==> src/rtl/lsr_pkg.sv <==
`timescale 1ns/1ps
package lsr_pkg;

  localparam int unsigned BRK_W = 6;

  localparam int unsigned B_DR   = 0;
  localparam int unsigned B_OE   = 1;
  localparam int unsigned B_PE   = 2;
  localparam int unsigned B_FE   = 3;
  localparam int unsigned B_BI   = 4;
  localparam int unsigned B_THRE = 5;
  localparam int unsigned B_TEMT = 6;
  localparam int unsigned B_FERR = 7;

  typedef struct packed {
    logic bi;
    logic fe;
    logic pe;
  } rx_tag_t;

  function automatic int unsigned trig_level(input logic [1:0] sel, input int unsigned depth);
    int unsigned lvl;
    case (sel)
      2'd0:    lvl = 1;
      2'd1:    lvl = 4;
      2'd2:    lvl = 8;
      default: lvl = depth - 2;
    endcase
    return lvl;
  endfunction

  // start + data + parity + stop, doubled, plus three bit times
  function automatic logic [BRK_W-1:0] break_limit(input logic [1:0] wlen, input logic par);
    int unsigned frame;
    frame = 1 + (5 + int'(wlen)) + int'(par) + 1;
    return BRK_W'(2 * frame + 3);
  endfunction

endpackage

==> src/rtl/lsr_rst_sync.sv <==
`timescale 1ns/1ps
module lsr_rst_sync (
  input  logic clk,
  input  logic rst_n,
  output logic rst_sync_n
);
  logic s1_q, s2_q;

  always_ff @(posedge clk or negedge rst_n) begin
    if (!rst_n) begin
      s1_q <= 1'b0;
      s2_q <= 1'b0;
    end else begin
      s1_q <= 1'b1;
      s2_q <= s1_q;
    end
  end

  assign rst_sync_n = s2_q;
endmodule

==> src/rtl/lsr_break_det.sv <==
`timescale 1ns/1ps
module lsr_break_det #(
  parameter int unsigned CNT_W = 6
) (
  input  logic             clk,
  input  logic             rst_n,
  input  logic             rx_line,
  input  logic             bit_tick,
  input  logic [CNT_W-1:0] limit,
  input  logic             consume,
  output logic             brk_evt,
  output logic             brk_tag
);
  logic [CNT_W-1:0] cnt_q, cnt_d;
  logic             fired_q, fired_d;
  logic             pend_q, pend_d;

  assign brk_evt = ~rx_line & bit_tick & ~fired_q & (cnt_q >= limit);
  assign brk_tag = pend_q | brk_evt;

  always_comb begin
    cnt_d   = cnt_q;
    fired_d = fired_q;
    if (rx_line) begin
      cnt_d   = '0;
      fired_d = 1'b0;
    end else if (bit_tick && !fired_q) begin
      if (brk_evt) fired_d = 1'b1;
      else         cnt_d   = cnt_q + CNT_W'(1);
    end
    pend_d = consume ? 1'b0 : brk_tag;
  end

  always_ff @(posedge clk or negedge rst_n) begin
    if (!rst_n) begin
      cnt_q   <= '0;
      fired_q <= 1'b0;
      pend_q  <= 1'b0;
    end else begin
      cnt_q   <= cnt_d;
      fired_q <= fired_d;
      pend_q  <= pend_d;
    end
  end


  brk_once_chk: assert property (@(posedge clk) disable iff (!rst_n)
    brk_evt |=> !brk_evt);


  mark_restart_chk: assert property (@(posedge clk) disable iff (!rst_n)
    rx_line |=> !brk_evt);

endmodule

==> src/rtl/lsr_err_fifo.sv <==
`timescale 1ns/1ps
module lsr_err_fifo
  import lsr_pkg::*;
#(
  parameter int unsigned DEPTH = 16,
  parameter int unsigned CW    = $clog2(DEPTH) + 1
) (
  input  logic          clk,
  input  logic          rst_n,
  input  logic          fifo_mode,
  input  logic          push,
  input  rx_tag_t       push_tag,
  input  logic          rd,
  output logic [CW-1:0] count,
  output logic          push_acc,
  output logic          ovr_evt,
  output logic          head_load,
  output rx_tag_t       head_tag,
  output logic          err_any
);
  localparam int unsigned AW = $clog2(DEPTH);

  rx_tag_t       mem [DEPTH];
  logic [AW-1:0] rd_ptr_q, rd_ptr_d, wr_ptr_q, wr_ptr_d;
  logic [CW-1:0] count_q, count_d, err_q, err_d, cap_lim;
  logic          pop_acc, full, head_from_push;

  assign cap_lim  = fifo_mode ? CW'(DEPTH) : CW'(1);
  assign full     = count_q >= cap_lim;
  assign pop_acc  = rd & (count_q != '0);
  assign push_acc = push & (~full | pop_acc);
  assign ovr_evt  = push & ~push_acc;

  assign head_from_push = (count_q == '0) | (pop_acc & (count_q == CW'(1)));
  assign head_load = (push_acc & head_from_push) | (pop_acc & (count_q >= CW'(2)));
  assign head_tag  = head_from_push ? push_tag : mem[rd_ptr_q + AW'(1)];

  always_comb begin
    rd_ptr_d = rd_ptr_q;
    wr_ptr_d = wr_ptr_q;
    count_d  = count_q;
    err_d    = err_q;
    if (pop_acc) begin
      rd_ptr_d = rd_ptr_q + AW'(1);
      count_d  = count_d - CW'(1);
      if (|mem[rd_ptr_q]) err_d = err_d - CW'(1);
    end
    if (push_acc) begin
      wr_ptr_d = wr_ptr_q + AW'(1);
      count_d  = count_d + CW'(1);
      if (|push_tag) err_d = err_d + CW'(1);
    end
  end

  always_ff @(posedge clk or negedge rst_n) begin
    if (!rst_n) begin
      rd_ptr_q <= '0;
      wr_ptr_q <= '0;
      count_q  <= '0;
      err_q    <= '0;
    end else begin
      rd_ptr_q <= rd_ptr_d;
      wr_ptr_q <= wr_ptr_d;
      count_q  <= count_d;
      err_q    <= err_d;
    end
  end

  always_ff @(posedge clk) begin
    if (push_acc) mem[wr_ptr_q] <= push_tag;
  end

  assign count   = count_q;
  assign err_any = err_q != '0;


  depth_bound_chk: assert property (@(posedge clk) disable iff (!rst_n)
    count_q <= CW'(DEPTH));


  pop_dec_chk: assert property (@(posedge clk) disable iff (!rst_n)
    (pop_acc && !push_acc) |=> (count_q == $past(count_q) - CW'(1)));

endmodule

==> src/rtl/lsr_status_reg.sv <==
`timescale 1ns/1ps
module lsr_status_reg
  import lsr_pkg::*;
#(
  parameter int unsigned DEPTH = 16,
  parameter int unsigned CW    = $clog2(DEPTH) + 1,
  parameter int unsigned TX_CW = 5
) (
  input  logic             clk,
  input  logic             rst_n,
  input  logic             fifo_mode,
  input  logic [1:0]       trig_sel,
  input  logic [CW-1:0]    rx_count,
  input  logic             head_load,
  input  rx_tag_t          head_tag,
  input  logic             err_any,
  input  logic             ovr_evt,
  input  logic             lsr_rd,
  input  logic             thr_wr,
  input  logic [TX_CW-1:0] tx_level,
  input  logic             tx_busy,
  input  logic             thre_ie,
  output logic [7:0]       lsr_o,
  output logic             thre_irq_o
);
  logic          pe_q, pe_d, fe_q, fe_d, bi_q, bi_d, oe_q, oe_d;
  logic          hold_q, hold_d, thre_q, thre_d;
  logic [CW-1:0] trig;
  logic          dr, temt, tx_empty;

  assign tx_empty = tx_level == '0;

  always_comb begin
    pe_d   = (head_load & head_tag.pe) | (pe_q & ~lsr_rd);
    fe_d   = (head_load & head_tag.fe) | (fe_q & ~lsr_rd);
    bi_d   = (head_load & head_tag.bi) | (bi_q & ~lsr_rd);
    oe_d   = ovr_evt | (oe_q & ~lsr_rd);
    hold_d = ~lsr_rd & (hold_q | err_any);
    if (thr_wr)        thre_d = 1'b0;
    else if (tx_empty) thre_d = 1'b1;
    else               thre_d = thre_q;
  end

  always_ff @(posedge clk or negedge rst_n) begin
    if (!rst_n) begin
      pe_q   <= 1'b0;
      fe_q   <= 1'b0;
      bi_q   <= 1'b0;
      oe_q   <= 1'b0;
      hold_q <= 1'b0;
      thre_q <= 1'b1;
    end else begin
      pe_q   <= pe_d;
      fe_q   <= fe_d;
      bi_q   <= bi_d;
      oe_q   <= oe_d;
      hold_q <= hold_d;
      thre_q <= thre_d;
    end
  end

  assign trig = CW'(trig_level(trig_sel, DEPTH));
  assign dr   = fifo_mode ? (rx_count >= trig) : (rx_count != '0);
  assign temt = thre_q & tx_empty & ~tx_busy;

  always_comb begin
    lsr_o         = '0;
    lsr_o[B_DR]   = dr;
    lsr_o[B_OE]   = oe_q;
    lsr_o[B_PE]   = pe_q;
    lsr_o[B_FE]   = fe_q;
    lsr_o[B_BI]   = bi_q;
    lsr_o[B_THRE] = thre_q;
    lsr_o[B_TEMT] = temt;
    lsr_o[B_FERR] = fifo_mode & (err_any | hold_q);
  end

  assign thre_irq_o = thre_q & thre_ie;


  pe_on_head_chk: assert property (@(posedge clk) disable iff (!rst_n)
    (head_load && head_tag.pe) |=> lsr_o[B_PE]);


  ovr_full_chk: assert property (@(posedge clk) disable iff (!rst_n)
    ovr_evt |-> (rx_count != '0));


  oe_clear_chk: assert property (@(posedge clk) disable iff (!rst_n)
    (lsr_rd && !ovr_evt) |=> !lsr_o[B_OE]);


  thre_wr_chk: assert property (@(posedge clk) disable iff (!rst_n)
    thr_wr |=> !lsr_o[B_THRE]);

endmodule

==> src/rtl/uart_line_status.sv <==
`timescale 1ns/1ps
module uart_line_status
  import lsr_pkg::*;
#(
  parameter int unsigned RX_DEPTH = 16,
  parameter int unsigned TX_DEPTH = 16
) (
  input  logic                         clk,
  input  logic                         rst_n,
  input  logic                         fifo_mode,
  input  logic [1:0]                   trig_sel,
  input  logic [1:0]                   word_len,
  input  logic                         parity_en,
  input  logic                         rx_line,
  input  logic                         bit_tick,
  input  logic                         rx_push,
  input  logic                         rx_pe,
  input  logic                         rx_fe,
  input  logic                         rx_rd,
  input  logic                         lsr_rd,
  input  logic                         thr_wr,
  input  logic [$clog2(TX_DEPTH):0]    tx_level,
  input  logic                         tx_busy,
  input  logic                         thre_ie,
  output logic [7:0]                   lsr,
  output logic                         thre_irq
);
  localparam int unsigned RX_CW = $clog2(RX_DEPTH) + 1;
  localparam int unsigned TX_CW = $clog2(TX_DEPTH) + 1;

  logic             rst_i_n;
  logic [BRK_W-1:0] brk_lim;
  logic             brk_evt, brk_tag;
  logic             push_acc, ovr_evt, head_load, err_any;
  logic [RX_CW-1:0] rx_count;
  rx_tag_t          push_tag, head_tag;

  lsr_rst_sync u_rst (
    .clk        (clk),
    .rst_n      (rst_n),
    .rst_sync_n (rst_i_n)
  );

  assign brk_lim = break_limit(word_len, parity_en);

  lsr_break_det #(.CNT_W(BRK_W)) u_brk (
    .clk      (clk),
    .rst_n    (rst_i_n),
    .rx_line  (rx_line),
    .bit_tick (bit_tick),
    .limit    (brk_lim),
    .consume  (push_acc),
    .brk_evt  (brk_evt),
    .brk_tag  (brk_tag)
  );

  assign push_tag = '{bi: brk_tag, fe: rx_fe, pe: rx_pe};

  lsr_err_fifo #(.DEPTH(RX_DEPTH), .CW(RX_CW)) u_fifo (
    .clk       (clk),
    .rst_n     (rst_i_n),
    .fifo_mode (fifo_mode),
    .push      (rx_push),
    .push_tag  (push_tag),
    .rd        (rx_rd),
    .count     (rx_count),
    .push_acc  (push_acc),
    .ovr_evt   (ovr_evt),
    .head_load (head_load),
    .head_tag  (head_tag),
    .err_any   (err_any)
  );

  lsr_status_reg #(.DEPTH(RX_DEPTH), .CW(RX_CW), .TX_CW(TX_CW)) u_stat (
    .clk        (clk),
    .rst_n      (rst_i_n),
    .fifo_mode  (fifo_mode),
    .trig_sel   (trig_sel),
    .rx_count   (rx_count),
    .head_load  (head_load),
    .head_tag   (head_tag),
    .err_any    (err_any),
    .ovr_evt    (ovr_evt),
    .lsr_rd     (lsr_rd),
    .thr_wr     (thr_wr),
    .tx_level   (tx_level),
    .tx_busy    (tx_busy),
    .thre_ie    (thre_ie),
    .lsr_o      (lsr),
    .thre_irq_o (thre_irq)
  );


  brk_tag_chk: assert property (@(posedge clk) disable iff (!rst_i_n)
    (brk_evt && !push_acc) |=> brk_tag);

endmodule

==> config.mk <==
export PLATFORM = sky130hd
export DESIGN_NAME = uart_line_status
export DESIGN_NICKNAME = d
export VERILOG_FILES = /design/src/rtl/lsr_pkg.sv /design/src/rtl/lsr_rst_sync.sv /design/src/rtl/lsr_break_det.sv /design/src/rtl/lsr_err_fifo.sv /design/src/rtl/lsr_status_reg.sv /design/src/rtl/uart_line_status.sv
export SDC_FILE = /design/constraint.sdc
export NUM_CORES = 1
export LEC_CHECK = 0
export CAP_MARGIN = 20
export CORE_MARGIN = 2
export CORE_UTILIZATION = 30
export CTS_CLUSTER_SIZE = 25
export DETAILED_ROUTE_END_ITERATION = 7
export DONT_BUFFER_PORTS = 1
export MAX_ROUTING_LAYER = met4
export SLEW_MARGIN = 20
export SYNTH_ARGS = -nofsm -noshare
export SYNTH_HDL_FRONTEND = slang
export SYNTH_SLANG_ARGS = --single-unit
export TNS_END_PERCENT = 20
==> constraint.sdc <==
create_clock -name clk -period 2.75 [get_ports clk]
set_input_delay 0.4125 -clock clk [delete_from_list [all_inputs] [get_ports clk]]
set_output_delay 0.4125 -clock clk [all_outputs]
set_load 0.01 [all_outputs]
==> impl_metrics.json, run 1 <==
{
  "outcome": "complete, no violations",
  "hold_class": "in2reg",
  "wl_mm": 9.22,
  "async_flop_share_pct": 41.5,
  "syn_nets": 407,
  "place.gp.congestion": 0.810,
  "cts_root_buf": "clkbuf_16",
  "timing.rr.start": "u_fifo.rd_ptr_q[0]$_DFFE_PN0P_",
  "dp_hpwl_mm": 6.79,
  "synth-xor-area-share_pct": 5.54,
  "fin_nets": 435,
  "ir_drop_uv": 354,
  "fmax_mhz": 365,
  "start_util_pct": 30.6,
  "drt-initial-drc-count": 147,
  "post_synth_and_or_nand_nor_area_fraction_pct": 14.4,
  "fin_util_pct": 36.4,
  "fin_cells": 575,
  "ys.flop_type": "edfxtp_1",
  "ant_nets": 0,
  "worst_setup_path_end_kind": "flip-flop",
  "yosys.cell_count.top_type": "edfxtp_1",
  "rr_worst_depth": 12,
  "path_clk_slew_ps": 60,
  "chipWidth_um": 125,
  "grt_use_total_pct": 12.9,
  "swShare_pct": 35.4,
  "layout-drive-gt1-share_pct": 24.8,
  "leakage_nw": 2.03,
  "crit_end": "u_fifo.err_q[4]$_DFF_PN0_",
  "maxSlewViolCount": 0,
  "cts_buffers": 9,
  "comb_power_share_pct": 45.5,
  "rsz0062_at_grt": "yes",
  "die-area_um2": 15700,
  "drt-pass1-iter-count": 4,
  "crit_arrival_ps": 2960,
  "r2r_slack_ps": 9,
  "start_kind": "flip-flop",
  "post_drt_wl_per_cell_um": 16.0,
  "path_max_fanout": 6,
  "grt_max_degree": 33,
  "synthAdderAreaFrac_pct": 7.35,
  "worstSetupPathType": "reg2reg",
  "seqPwrFrac_pct": 33.1,
  "worstPathRequired_ps": 2970,
  "grt_pass1_wl_mm": 15.4,
  "synth.distinct_cells": 53,
  "cts_buffer_depth": 2,
  "p_int_w": 0.00352,
  "synth.area.mux_share_pct": 9.01,
  "cp-startpoint": "u_fifo.rd_ptr_q[0]$_DFFE_PN0P_",
  "ys_ff_latch": 82,
  "grt-ovfl-total": 0,
  "io-pin-count": 32,
  "io_buffers": 0,
  "clock_sinks": 82,
  "rr_endpoint": "u_fifo.err_q[4]$_DFF_PN0_",
  "clk_latency_ps": 340,
  "fin_crit_ps": 2740,
  "fin_crit_sh_pct": 99.7,
  "antenna_cells": 0,
  "clock_skew_ps": 6.76,
  "fp.dieH_um": 125,
  "p_sw_w": 0.00193,
  "synth_compound_area_share_pct": 7.15,
  "yosys-top-cells-count": "edfxtp_1 (48), dfrtp_1 (33), inv_1 (27), ha_1 (26), nand2_1 (24)",
  "synth_top_area_share_pct": 32.6,
  "p_clk_share_pct": 21.4,
  "rows": 44,
  "drc": 0,
  "placed_cell_area_um2": 4800,
  "setup_viol": 0,
  "syn-cell-area_um2": 4430,
  "htree_levels": 3,
  "p_per_area_nw_per_um2": 1030,
  "yosysTopAreaCell": "edfxtp_1",
  "synthCells": 358,
  "synthTopCellsByArea": "edfxtp_1 (33%), dfrtp_1 (19%), mux4_2 (7.6%), ha_1 (7.3%), xnor2_1 (3.6%)",
  "finalHoldViolations": 0,
  "cap_violations": 0,
  "ys_seq_area_share_pct": 51.8,
  "yosys_warnings": 0,
  "vias_per_cell": 4.98,
  "avgSynthCellArea_um2": 12.4,
  "antenna_found_initial": 0,
  "area_growth_pct": 19.0,
  "dp_cells": 556,
  "core-area_um2": 14500,
  "cts_tree": "done",
  "synth_edf_count": 48,
  "grt_pass1_vias": 3043,
  "vias": 2861,
  "fin_area_um2": 5270,
  "synth_top_family_by_area": "simple AND/OR/NAND/NOR gates"
}
==> flip-flops by register name, indices dropped and copies added (netlist names) <==
signal            count
u_fifo.mem           48
u_brk.cnt_q           6
u_fifo.count          5
u_fifo.err_q          5
u_fifo.rd_ptr_q       4
u_fifo.wr_ptr_q       4
u_brk.fired_q         1
u_brk.pend_q          1
u_rst.rst_sync_n      1
u_rst.s1_q            1
u_stat.bi_q           1
u_stat.fe_q           1
u_stat.hold_q         1
u_stat.oe_q           1
u_stat.pe_q           1
u_stat.thre_q         1
==> power groups by stage <==
stage	Clock (W)	Sequential (W)	Combinational, W
4_1_cts	0.00120	0.00179	0.00245
6_report	0.00117	0.00180	0.00248
5_1_grt	0.00125	0.00184	0.00274
3_3_place_gp	0	0.00181	0.00221
3_5_place_dp	0	0.00182	0.00228
2_1_floorplan	0	0.00171	0.00178
==> worst min path at each step <==
stage / from / to / slack [ps] / cells after the start
after detailed placement: rst_n / u_rst.s1_q$_DFF_PN0_ / 120 / 0
after CTS: thr_wr / u_stat.thre_q$_DFFE_PN1P_ / 80 / 1
after floorplan: rst_n / u_rst.rst_sync_n$_DFF_PN0_ / 120 / 0
after global placement: rst_n / u_rst.s1_q$_DFF_PN0_ / 120 / 0
final: thr_wr / u_stat.thre_q$_DFFE_PN1P_ / 100 / 1
after global routing: thr_wr / u_stat.thre_q$_DFFE_PN1P_ / 90 / 1
==> cells in the final DEF, fill, tap and decap left out, types with 4 or more instances in the layout <==
cell type,Yosys,routed
nor2_1,21,21
nand4_1,5,5
nor3b_2,1,5
xor2_1,10,10
dfrtp_1,33,32
nand2_1,24,24
a21oi_1,9,8
o21ai_0,6,5
ha_1,26,25
xnor2_1,18,17
inv_1,27,26
nor3_1,11,10
mux2i_1,5,5
buf_4,7,32
nor4b_1,6,4
o22ai_1,4,4
nor4_1,15,11
mux4_2,15,15
and2_1,6,6
clkbuf_16,0,9
nand2b_1,4,4
edfxtp_1,48,48
==> final cells by class <==
type	count	area (um2)
Clock buffer	10	229
Clock inverter	6	57.6
Fill cell	1368	9210
Inverter	27	101
Multi-Input combinational cell	231	2080
Sequential cell	82	2290
Tap cell	184	230
Timing Repair Buffer	35	282
==> per-layer routing <==
| layer | GRT usage, % | up-vias | share of wire, % |
|---|---|---|---|
| li1 | - | 1362 | - |
| met1 | 15.1 | 1426 | 43 |
| met2 | 21.1 | 56 | 50 |
| met3 | 4.54 | 17 | 5.1 |
| met4 | 3.40 | 0 | 1.7 |
| met5 | - | - | 0 |
==> logic make-up (layout without fill, tap and decap cells) <==
family / count (synthesis) / in the layout
xor gates and xnor gates: 28 / 28
and+or+nand+nor: 113 / 113
adders and majority gates: 26 / 26
DFF: 82 / 82
muxes: 21 / 21
other: 1 / 1
buffers and inverters: 45 / 78
AOI/OAI and AO/OA: 42 / 42
==> per-stage QoR <==
stage	worst slack [ps]	power (W)	hold slack (ps)	setup TNS (ps)
detailed placement	-311	0.00410	117	-2040
global route	-135	0.00583	87.9	-163
global placement	-193	0.00402	117	-1190
CTS	31.3	0.00544	83.2	0
finish	8.91	0.00545	98.1	0
floorplan	-231	0.00349	117	-905
==> repair_timing <==
action                     CTS  global route
setup endpoints to repair    1            48
resized for setup           19             9
hold endpoints to repair     2             0
buffers inserted             2             0
hold buffers                 1             0
pin swaps                    8             4
==> critical path, stage by stage, from the launching register on <==
cell	delay [ps]
dfrtp_2	450
buf_6	150
nor4_2	300
nor3b_2	100
nor4_4	360
o22ai_4	160
a21oi_2	200
ha_2	220
o311ai_4	100
buf_4	170
a211oi_2	180
a41oi_2	60
xnor2_1	150
Power figures use the tool's default switching activity.
==> run 2, diff against run 1 <==
--- a/config.mk
+++ b/config.mk
@@ -11,6 +11,7 @@
 export CTS_CLUSTER_SIZE = 25
 export DETAILED_ROUTE_END_ITERATION = 7
 export DONT_BUFFER_PORTS = 1
+export GPL_TIMING_DRIVEN = 0
 export MAX_ROUTING_LAYER = met4
 export SLEW_MARGIN = 20
 export SYNTH_ARGS = -nofsm -noshare
==> run 2 against run 1 <==
  * Global-route usage decreased by 0.27 points
  * Sequential power barely moved
  * Die area is the same
  * Sequential cell count unchanged
  * Clock power grew 15%
  * Combinational power is 2% higher
  * Total power is 3.5% higher
  * Non-clock buffer count is 4 lower
  * Final cell count is 0.70% lower
  * Critical endpoint is now lsr[0]
==> impl_metrics.json, run 2 (synthesis gave the netlist of run 1 again) <==
{
  "core-area_um2": 14500,
  "multi_input_area_um2": 2150,
  "worst_slew_pin_slew_ps": 747,
  "final_common_cell": "edfxtp_1",
  "clock_sinks": 82,
  "cap_violations": 0,
  "worstSetupPathType": "reg2out",
  "worst_setup_path_end_kind": "primary output",
  "rsz0062_at_grt": "yes",
  "cts_root_buf": "clkbuf_16",
  "cts_tree": "done",
  "largest_reg_flops": 48,
  "grt_max_degree": 33,
  "cts_buffer_depth": 2,
  "path_clk_slew_ps": 60,
  "fin_nets": 431,
  "regMostFlops": "u_fifo.mem",
  "grt_pass1_wl_mm": 15.3,
  "fp.dieH_um": 125,
  "drt-pass1-iter-count": 4,
  "outcome": "complete, no violations",
  "cts_buffers": 9,
  "layout-drive-gt1-share_pct": 27.9,
  "grt-ovfl-total": 0,
  "die-area_um2": 15700,
  "setup_tns_ps": 0,
  "place.gp.congestion": 0.821,
  "fmax_mhz": 364,
  "dp_hpwl_mm": 6.62,
  "grt_use_total_pct": 12.6,
  "vias": 2865,
  "leakage_nw": 2.00,
  "drt-initial-drc-count": 211,
  "io-pin-count": 32,
  "grt_pass1_vias": 3031,
  "chipWidth_um": 125,
  "antenna_cells": 0,
  "clock_skew_ps": 7.00,
  "fin_crit_sh_pct": 99.9,
  "fin_crit_ps": 2750,
  "antenna_found_initial": 0,
  "top_regs": "u_fifo.mem x48, u_brk.cnt_q x6",
  "area_growth_pct": 20.6,
  "start_util_pct": 30.6,
  "finalHoldViolations": 0,
  "rows": 44,
  "p_per_area_nw_per_um2": 1060,
  "layout_common_cells": "edfxtp_1 (48), dfrtp_1 (30), inv_1 (25), nand2_1 (23), ha_1 (21)",
  "maxSlewViolCount": 0,
  "hold_class": "in2reg",
  "vias_per_cell": 5.02,
  "slew_headroom_pct": 50.2,
  "clk_latency_ps": 340,
  "drc": 0,
  "setup_viol": 0,
  "worstPathRequired_ps": 2340,
  "ant_nets": 0,
  "fin_util_pct": 36.9,
  "wl_mm": 9.29,
  "seq_area_um2": 2300,
  "crit_arrival_ps": 2330,
  "ir_drop_uv": 319,
  "htree_levels": 3,
  "io_buffers": 0,
  "post_drt_wl_per_cell_um": 16.3,
  "path_max_fanout": 6,
  "fillers": 1379,
  "start_kind": "flip-flop"
}
-- run 2: worst paths after layout --
check,slack [ps],endpoint,from,cells after the start
setup reg to reg,120,u_stat.pe_q$_DFF_PN0_,u_fifo.rd_ptr_q[1]$_DFFE_PN0P_,6
hold reg to reg,330,u_fifo.wr_ptr_q[1]$_DFFE_PN0P_,u_rst.rst_sync_n$_DFF_PN0_,0
hold / removal,90,u_stat.thre_q$_DFFE_PN1P_,thr_wr,1
max in group asynchronous,1880,u_fifo.rd_ptr_q[0]$_DFFE_PN0P_,u_rst.rst_sync_n$_DFF_PN0_,0
min in group asynchronous,300,u_rst.s1_q$_DFF_PN0_,rst_n,1
setup / recovery,4,lsr[0],u_fifo.count[0]$_DFF_PN0_,9
-- run 2: repair_timing --
action                                 CTS  global route
resized for setup                       22            31
buffers inserted                         6             6
endpoints found under the hold margin    2             0
hold buffers                             1             0
pin swaps                                5            15
setup endpoints to repair               44            39
-- run 2: cell type report --
class,instances,area share (%)
Timing Repair Buffer,13,1.87
Multi-Input combinational cell,231,40.3
Clock inverter,5,1.92
Sequential cell,82,43.0
Clock buffer,11,4.36
Buffer,18,2.30
Tap cell,184,4.31
Inverter,27,1.94
-- run 2: metal layers --
layer	track usage (%)	share of wire, %	up-vias
met5	-	0	-
met4	3.27	1.0	0
met3	4.41	5.4	11
met2	20.1	50	57
met1	15.3	44	1441
li1	-	-	1356
-- run 2: worst max-delay path, cell delays in order (launching register included) --
cell and delay (ps):
dfrtp_1 480, inv_4 100, ha_1 290, nand2b_1 140
a21o_1 180, a21o_1 170, a21oi_1 150, a21oi_1 80
or2_2 270, buf_4 140
-- run 2: through the flow --
| step | worst slack, ps | cells | power [W] | cell area (um2) | hold WS (ps) |
|---|---|---|---|---|---|
| 2_1_floorplan | -231 | 358 | 0.00349 | 4430 | 117 |
| 3_3_place_gp | -511 | 542 | 0.00387 | 4660 | 117 |
| 5_1_grt | -92.2 | 571 | 0.00598 | 5340 | 84.1 |
| 4_1_cts | -73.3 | 565 | 0.00543 | 5140 | 86.3 |
| 3_5_place_dp | -530 | 542 | 0.00394 | 4660 | 117 |
| 6_report | 4.01 | 571 | 0.00564 | 5340 | 93.8 |
-- run 2: power breakdown --
group | internal (W) | switching [W]
Combinational | 0.00125 | 0.00126
Clock | 0.000885 | 0.000460
Sequential | 0.00155 | 0.000224
Total | 0.00369 | 0.00195
